--- src/rtl/blk_sched_pkg.sv ---
`timescale 1ns/1ps
package blk_sched_pkg;
   // common width used for all budget arithmetic
   typedef logic [31:0] acc_t;
endpackage

--- src/rtl/core_ledger.sv ---
`timescale 1ns/1ps
// Per-core budget tracker: running blocks plus thread, register and
// shared-memory usage, with a fit test for one more block.
module core_ledger
   import blk_sched_pkg::*;
#(
   parameter int MAX_THREADS = 1024,
   parameter int MAX_REGS    = 16384,
   parameter int MAX_SMEM    = 16384,
   parameter int MAX_SLOTS   = 8,
   localparam int TH_W = $clog2(MAX_THREADS + 1),
   localparam int RG_W = $clog2(MAX_REGS + 1),
   localparam int SM_W = $clog2(MAX_SMEM + 1),
   localparam int SL_W = $clog2(MAX_SLOTS + 1)
) (
   input  logic            clk,
   input  logic            rst_n,
   input  logic            take,
   input  logic            give,
   input  acc_t            need_th,
   input  acc_t            need_rg,
   input  acc_t            need_sm,
   output logic            fits,
   output logic [SL_W-1:0] load
);
   logic [TH_W-1:0] used_th;
   logic [RG_W-1:0] used_rg;
   logic [SM_W-1:0] used_sm;
   logic            rel;

   // a retire on an empty core is dropped
   assign rel = give && (load != '0);

   always_comb begin
      fits = (acc_t'(used_th) + need_th <= acc_t'(MAX_THREADS)) &&
             (acc_t'(used_rg) + need_rg <= acc_t'(MAX_REGS))    &&
             (acc_t'(used_sm) + need_sm <= acc_t'(MAX_SMEM))    &&
             (acc_t'(load) < acc_t'(MAX_SLOTS));
   end

   always_ff @(posedge clk or negedge rst_n) begin
      if (!rst_n) begin
         used_th <= '0;
         used_rg <= '0;
         used_sm <= '0;
         load    <= '0;
      end else begin
         used_th <= TH_W'(acc_t'(used_th) + (take ? need_th : '0) - (rel ? need_th : '0));
         used_rg <= RG_W'(acc_t'(used_rg) + (take ? need_rg : '0) - (rel ? need_rg : '0));
         used_sm <= SM_W'(acc_t'(used_sm) + (take ? need_sm : '0) - (rel ? need_sm : '0));
         load    <= SL_W'(acc_t'(load) + acc_t'(take) - acc_t'(rel));
      end
   end
endmodule

--- src/rtl/least_load_pick.sv ---
`timescale 1ns/1ps
// Picks the eligible core with the smallest load; lowest index on ties.
module least_load_pick #(
   parameter int N     = 4,
   parameter int SL_W  = 4,
   localparam int IDX_W = (N > 1) ? $clog2(N) : 1
) (
   input  logic [N-1:0]      fits,
   input  logic [N*SL_W-1:0] loads,
   output logic              found,
   output logic [IDX_W-1:0]  idx
);
   if (N == 1) begin : g_single
      assign found = fits[0];
      assign idx   = '0;
   end else begin : g_scan
      logic [SL_W-1:0] best;
      always_comb begin
         found = 1'b0;
         idx   = '0;
         best  = '0;
         for (int i = 0; i < N; i++) begin
            if (fits[i] && (!found || loads[i*SL_W +: SL_W] < best)) begin
               found = 1'b1;
               idx   = IDX_W'(i);
               best  = loads[i*SL_W +: SL_W];
            end
         end
      end
   end
endmodule

--- src/rtl/blk_launch_sched.sv ---
`timescale 1ns/1ps
// Grid block dispatcher: whole-block issue, breadth-first by running
// count, four per-core budgets, release only on block retirement.
module blk_launch_sched
   import blk_sched_pkg::*;
#(
   parameter int NUM_CORES   = 4,
   parameter int MAX_THREADS = 1024,
   parameter int MAX_REGS    = 16384,
   parameter int MAX_SMEM    = 16384,
   parameter int MAX_SLOTS   = 8,
   parameter int ID_W        = 16,
   parameter int RPT_W       = 8,
   localparam int CORE_W = (NUM_CORES > 1) ? $clog2(NUM_CORES) : 1,
   localparam int TH_W   = $clog2(MAX_THREADS + 1),
   localparam int SM_W   = $clog2(MAX_SMEM + 1),
   localparam int SL_W   = $clog2(MAX_SLOTS + 1)
) (
   input  logic                 clk,
   input  logic                 rst_n,
   input  logic                 launch_i,
   input  logic [ID_W-1:0]      grid_ctas_i,
   input  logic [TH_W-1:0]      cta_threads_i,
   input  logic [RPT_W-1:0]     thread_regs_i,
   input  logic [SM_W-1:0]      cta_smem_i,
   input  logic [NUM_CORES-1:0] cta_retire_i,
   output logic                 issue_valid_o,
   output logic [CORE_W-1:0]    issue_core_o,
   output logic [ID_W-1:0]      issue_id_o,
   output logic                 grid_done_o
);
   if (NUM_CORES < 1 || MAX_SLOTS < 1 || MAX_THREADS < 1 ||
       MAX_REGS < 1 || MAX_SMEM < 1 || ID_W < 1 || RPT_W < 1) begin : g_bad_cfg
      $error("blk_launch_sched: every size parameter must be at least 1");
   end

   logic                      busy;
   logic [ID_W-1:0]           next_id;
   logic [ID_W-1:0]           total;
   acc_t                      need_th, need_rg, need_sm;
   logic [NUM_CORES-1:0]      core_fit;
   logic [NUM_CORES*SL_W-1:0] core_load;
   logic                      any_fit;

   for (genvar c = 0; c < NUM_CORES; c++) begin : g_core
      core_ledger #(
         .MAX_THREADS(MAX_THREADS), .MAX_REGS(MAX_REGS),
         .MAX_SMEM(MAX_SMEM), .MAX_SLOTS(MAX_SLOTS)
      ) u_ledger (
         .clk     (clk),
         .rst_n   (rst_n),
         .take    (issue_valid_o && (issue_core_o == CORE_W'(c))),
         .give    (cta_retire_i[c]),
         .need_th (need_th),
         .need_rg (need_rg),
         .need_sm (need_sm),
         .fits    (core_fit[c]),
         .load    (core_load[c*SL_W +: SL_W])
      );
   end

   least_load_pick #(.N(NUM_CORES), .SL_W(SL_W)) u_pick (
      .fits  (core_fit),
      .loads (core_load),
      .found (any_fit),
      .idx   (issue_core_o)
   );

   assign issue_valid_o = busy && (next_id != total) && any_fit;
   assign issue_id_o    = next_id;
   assign grid_done_o   = !busy;

   always_ff @(posedge clk or negedge rst_n) begin
      if (!rst_n) begin
         busy    <= 1'b0;
         next_id <= '0;
         total   <= '0;
         need_th <= '0;
         need_rg <= '0;
         need_sm <= '0;
      end else if (!busy) begin
         if (launch_i) begin
            busy    <= 1'b1;
            next_id <= '0;
            total   <= grid_ctas_i;
            need_th <= acc_t'(cta_threads_i);
            need_rg <= acc_t'(cta_threads_i) * acc_t'(thread_regs_i);
            need_sm <= acc_t'(cta_smem_i);
         end
      end else begin
         if (issue_valid_o)
            next_id <= next_id + ID_W'(1);
         if ((next_id == total) && (core_load == '0))
            busy <= 1'b0;
      end
   end
endmodule

--- config.mk ---
export PLATFORM = sky130hd
export DESIGN_NAME = blk_launch_sched
export DESIGN_NICKNAME = d
export VERILOG_FILES = /design/src/rtl/blk_sched_pkg.sv /design/src/rtl/core_ledger.sv /design/src/rtl/least_load_pick.sv /design/src/rtl/blk_launch_sched.sv
export SDC_FILE = /design/constraint.sdc
export NUM_CORES = 2
export LEC_CHECK = 0
export BUFFER_PORTS_ARGS = -buffer_cell sky130_fd_sc_hd__buf_2
export CAP_MARGIN = 20
export CELL_PAD_IN_SITES_DETAIL_PLACEMENT = 2
export CELL_PAD_IN_SITES_GLOBAL_PLACEMENT = 2
export CORE_MARGIN = 3
export CORE_UTILIZATION = 41
export DETAILED_ROUTE_END_ITERATION = 8
export PLACE_DENSITY = 0.86
export SYNTH_ARGS = -nofsm -noshare
export SYNTH_HDL_FRONTEND = slang
export SYNTH_SLANG_ARGS = --single-unit
--- constraint.sdc ---
create_clock -name clk -period 14.3 [get_ports clk]
set_clock_uncertainty 0.15 [all_clocks]
set_input_delay 1.43 -clock clk [delete_from_list [all_inputs] [get_ports clk]]
set_output_delay 1.43 -clock clk [all_outputs]
set_load 0.005 [all_outputs]
==> metrics.txt <==
post-synthesis register bit count=258; routed length on met1=59.3 mm; vias in the first global route=37,261; RD Place Congestion=0.883; Least-Margin Pin Slew=1060 ps; DRC Markers=0; share of cells above drive strength 1=7.24%; clk_lat worst skew=630 ps; Die X=290 microns; Total Wirelength=162 mm; WHS Endpoint=total[10]$_DFFE_PN0P_; reg2reg start=need_th[0]$_DFFE_PN0P_; Worst VDD drop=0.127 mV; WP data required=14,650 ps; Final Util=45.5%; NetSw=5.74 mW; worst-path maximum fanout=23; Sw Ratio=55.5%; Slowest-stage cell, CP=or4_1; Main synth FF type=dfrtp_1; Num CTS Buffers=39; mapped cell area=0.0330 sq mm; CTS max path bufs=3; f_max=0.0671 GHz; Tot Pwr=10.3 mW; commonest non-fill, non-tap cell in the layout=inv_1; I/O Buffers=76; critical path class=reg2reg; most frequent cells in the layout=inv_1 (581), nand2_1 (442), ha_1 (397); Post-synth ARST share=100%; worst rel slew slack=28.5%; non-filler cells, final=5,114; Hold-fix buffers, CTS=0; CTS H-tree lvls=2; min-delay src=total[10]$_DFFE_PN0P_; final period utilization=104%; post-synthesis sequential area ratio=19.5%; via count=33,039; Clock Power Share=9.8%; met2 wire len=77.4 mm; drt pass-1 iters=6; crit-path max cell delay=740 ps; critical path endpoint category=flip-flop; CTS sink count=258; Clock Root Buffer=clkbuf_16; DRT iter0 DRCs=2,860; Top cell by count, worst path=a21oi_1; Starting Density=41.6%; Worst-path clk slew=70 ps; CP Launch Point=need_th[0]$_DFFE_PN0P_; leakage=17.4 nW; Placed Instance Area=0.0348 sq mm; worst min path class=reg2reg; Distinct cells, synth=101; Flop pwr share=14.0%; dpl cells=5,041; MaxCap Viol Count=0; yosys warns=0; CTS tree=built; core area=0.0794 sq mm; DR WL/cell=31.6 microns; design area=0.0362 sq mm; crit start category=flip-flop; final number of max-transition violations=0; status=complete, but fails checks; Top Metal Used=met5; Cell Pwr Density=286 mW/mm^2; die area=0.0840 sq mm; GRT Residual Overflow=0; area of the multi-input gates=0.0240 sq mm; R2R depth=56; ANT nets after route=0; largest net degree at the start of global routing=71; first-pass GRT wire length=232 mm; post-DR vias/cell=6.46; io pins=77; Setup WS post-layout=-602 ps; combinational power share=76.3%; Die Y=290 microns; initial antenna violation count=10; reg-to-reg slack, setup=-600 ps; GRT Util Overall=35.2%; final net count=4,709; EDFF count, synth=0; Synth Instances=3,972; Filler Cell Count=8,738; fin crit period=14,900 ps; syn avg cell area=8.32 sq um; FP Rows=103; final setup fails=9; internal power=4.60 mW; DP HPWL=100 mm; WL met3=12.0 mm; Reg-to-Reg End=g_core[0].u_ledger.used_th[10]$_DFF_PN0_; WP data arrival=15,250 ps; Seq. cell area=0.00646 sq mm; final hold violations=0; hold path depth=2; Layout area overhead=9.43%; failing checks=setup timing
## per-layer routing
layer	track usage, %	up-vias
met5	0	-
met4	20.6	12
met3	5.97	812
met2	61.2	1714
met1	40.9	16937
li1	-	13564
## cells in the mapped netlist, types with 37 or more instances
| library cell | count | area share, % |
|---|---|---|
| o21bai_1 | 51 | 1.2 |
| nand3_1 | 68 | 1.0 |
| nand2b_1 | 41 | 0.78 |
| dfrtp_1 | 258 | 20 |
| o21ai_0 | 172 | 2.6 |
| nand2_1 | 444 | 5.0 |
| fa_1 | 222 | 13 |
| ha_1 | 397 | 15 |
| a21oi_1 | 219 | 3.3 |
| xor2_1 | 89 | 2.4 |
| inv_1 | 581 | 6.6 |
| and2_1 | 203 | 3.8 |
| nor3_1 | 69 | 1.0 |
| a21o_1 | 55 | 1.2 |
| nor2_1 | 180 | 2.0 |
| nor2b_1 | 40 | 0.76 |
| xnor2_1 | 152 | 4.0 |
| and3_1 | 37 | 0.70 |
| clkbuf_1 | 77 | 0.87 |
## how the worst max path moves through the flow
stage	endpoint
4_1_cts	g_core[1].u_ledger.used_sm[14]$_DFF_PN0_
3_5_place_dp	g_core[2].u_ledger.used_rg[14]$_DFF_PN0_
5_1_grt	g_core[0].u_ledger.used_th[10]$_DFF_PN0_
3_3_place_gp	g_core[2].u_ledger.used_rg[14]$_DFF_PN0_
6_report	g_core[0].u_ledger.used_th[10]$_DFF_PN0_
2_1_floorplan	g_core[3].u_ledger.used_sm[14]$_DFF_PN0_
## layout make-up
class / instances / area share, %
inverter: 584 / 6.06
timing repair buffer: 145 / 2.60
sequential: 258 / 17.9
multi-input combinational: 3005 / 66.4
antenna: 5 / 0.0346
clock buffer: 61 / 3.26
tap: 1050 / 3.63
clock inverter: 6 / 0.152
## registers in the layout (all words and copies together) (netlist names)
| register | count |
|---|---|
| busy | 1 |
| g_core.u_ledger.load | 16 |
| g_core.u_ledger.used_rg | 60 |
| g_core.u_ledger.used_sm | 60 |
| g_core.u_ledger.used_th | 44 |
| issue_id_o | 16 |
| need_rg | 19 |
| need_sm | 15 |
| need_th | 11 |
| total | 16 |
## critical path: cells and delay by family, from the launching register on
family,cells,cell delay (ps)
compound gates,25,6420
fa+ha+maj,7,2510
xor+xnor,1,110
flops,1,380
simple gates,17,4180
buf+inv,6,990
## timing repair
action,in CTS,in global routing
resized for setup,3,27
hold endpoints to repair,0,0
pin swaps,0,1
setup buffers,0,1
endpoints found under the setup margin,7,14
## cells by family after synthesis
family | synth area share, %
other | 0.0114
xor gates and xnor gates | 6.39
muxes | 0.901
AOI/OAI and AO/OA | 16.9
DFF | 19.5
and+or+nand+nor | 19.5
buffers and inverters | 8.27
adders and majority gates | 28.5
## stage by stage
stage | setup WS [ps] | hold WS (ps) | setup TNS [ps]
floorplan | 2630 | 315 | 0
global placement | 1390 | 328 | 0
detailed placement | 460 | 344 | 0
CTS | 21.9 | 382 | 0
global route | -668 | 395 | -4430
finish | -602 | 370 | -1650
## power groups by stage
stage                     combinational [mW]  sequential (mW)  clock [mW]
after CTS                               7.38             1.42        1.01
after floorplan                         4.96             1.29           0
after detailed placement                6.82             1.41           0
after global routing                    8.47             1.46        1.04
after global placement                  6.22             1.38           0
final                                   7.88             1.44        1.01
Power figures use the tool's default switching activity.
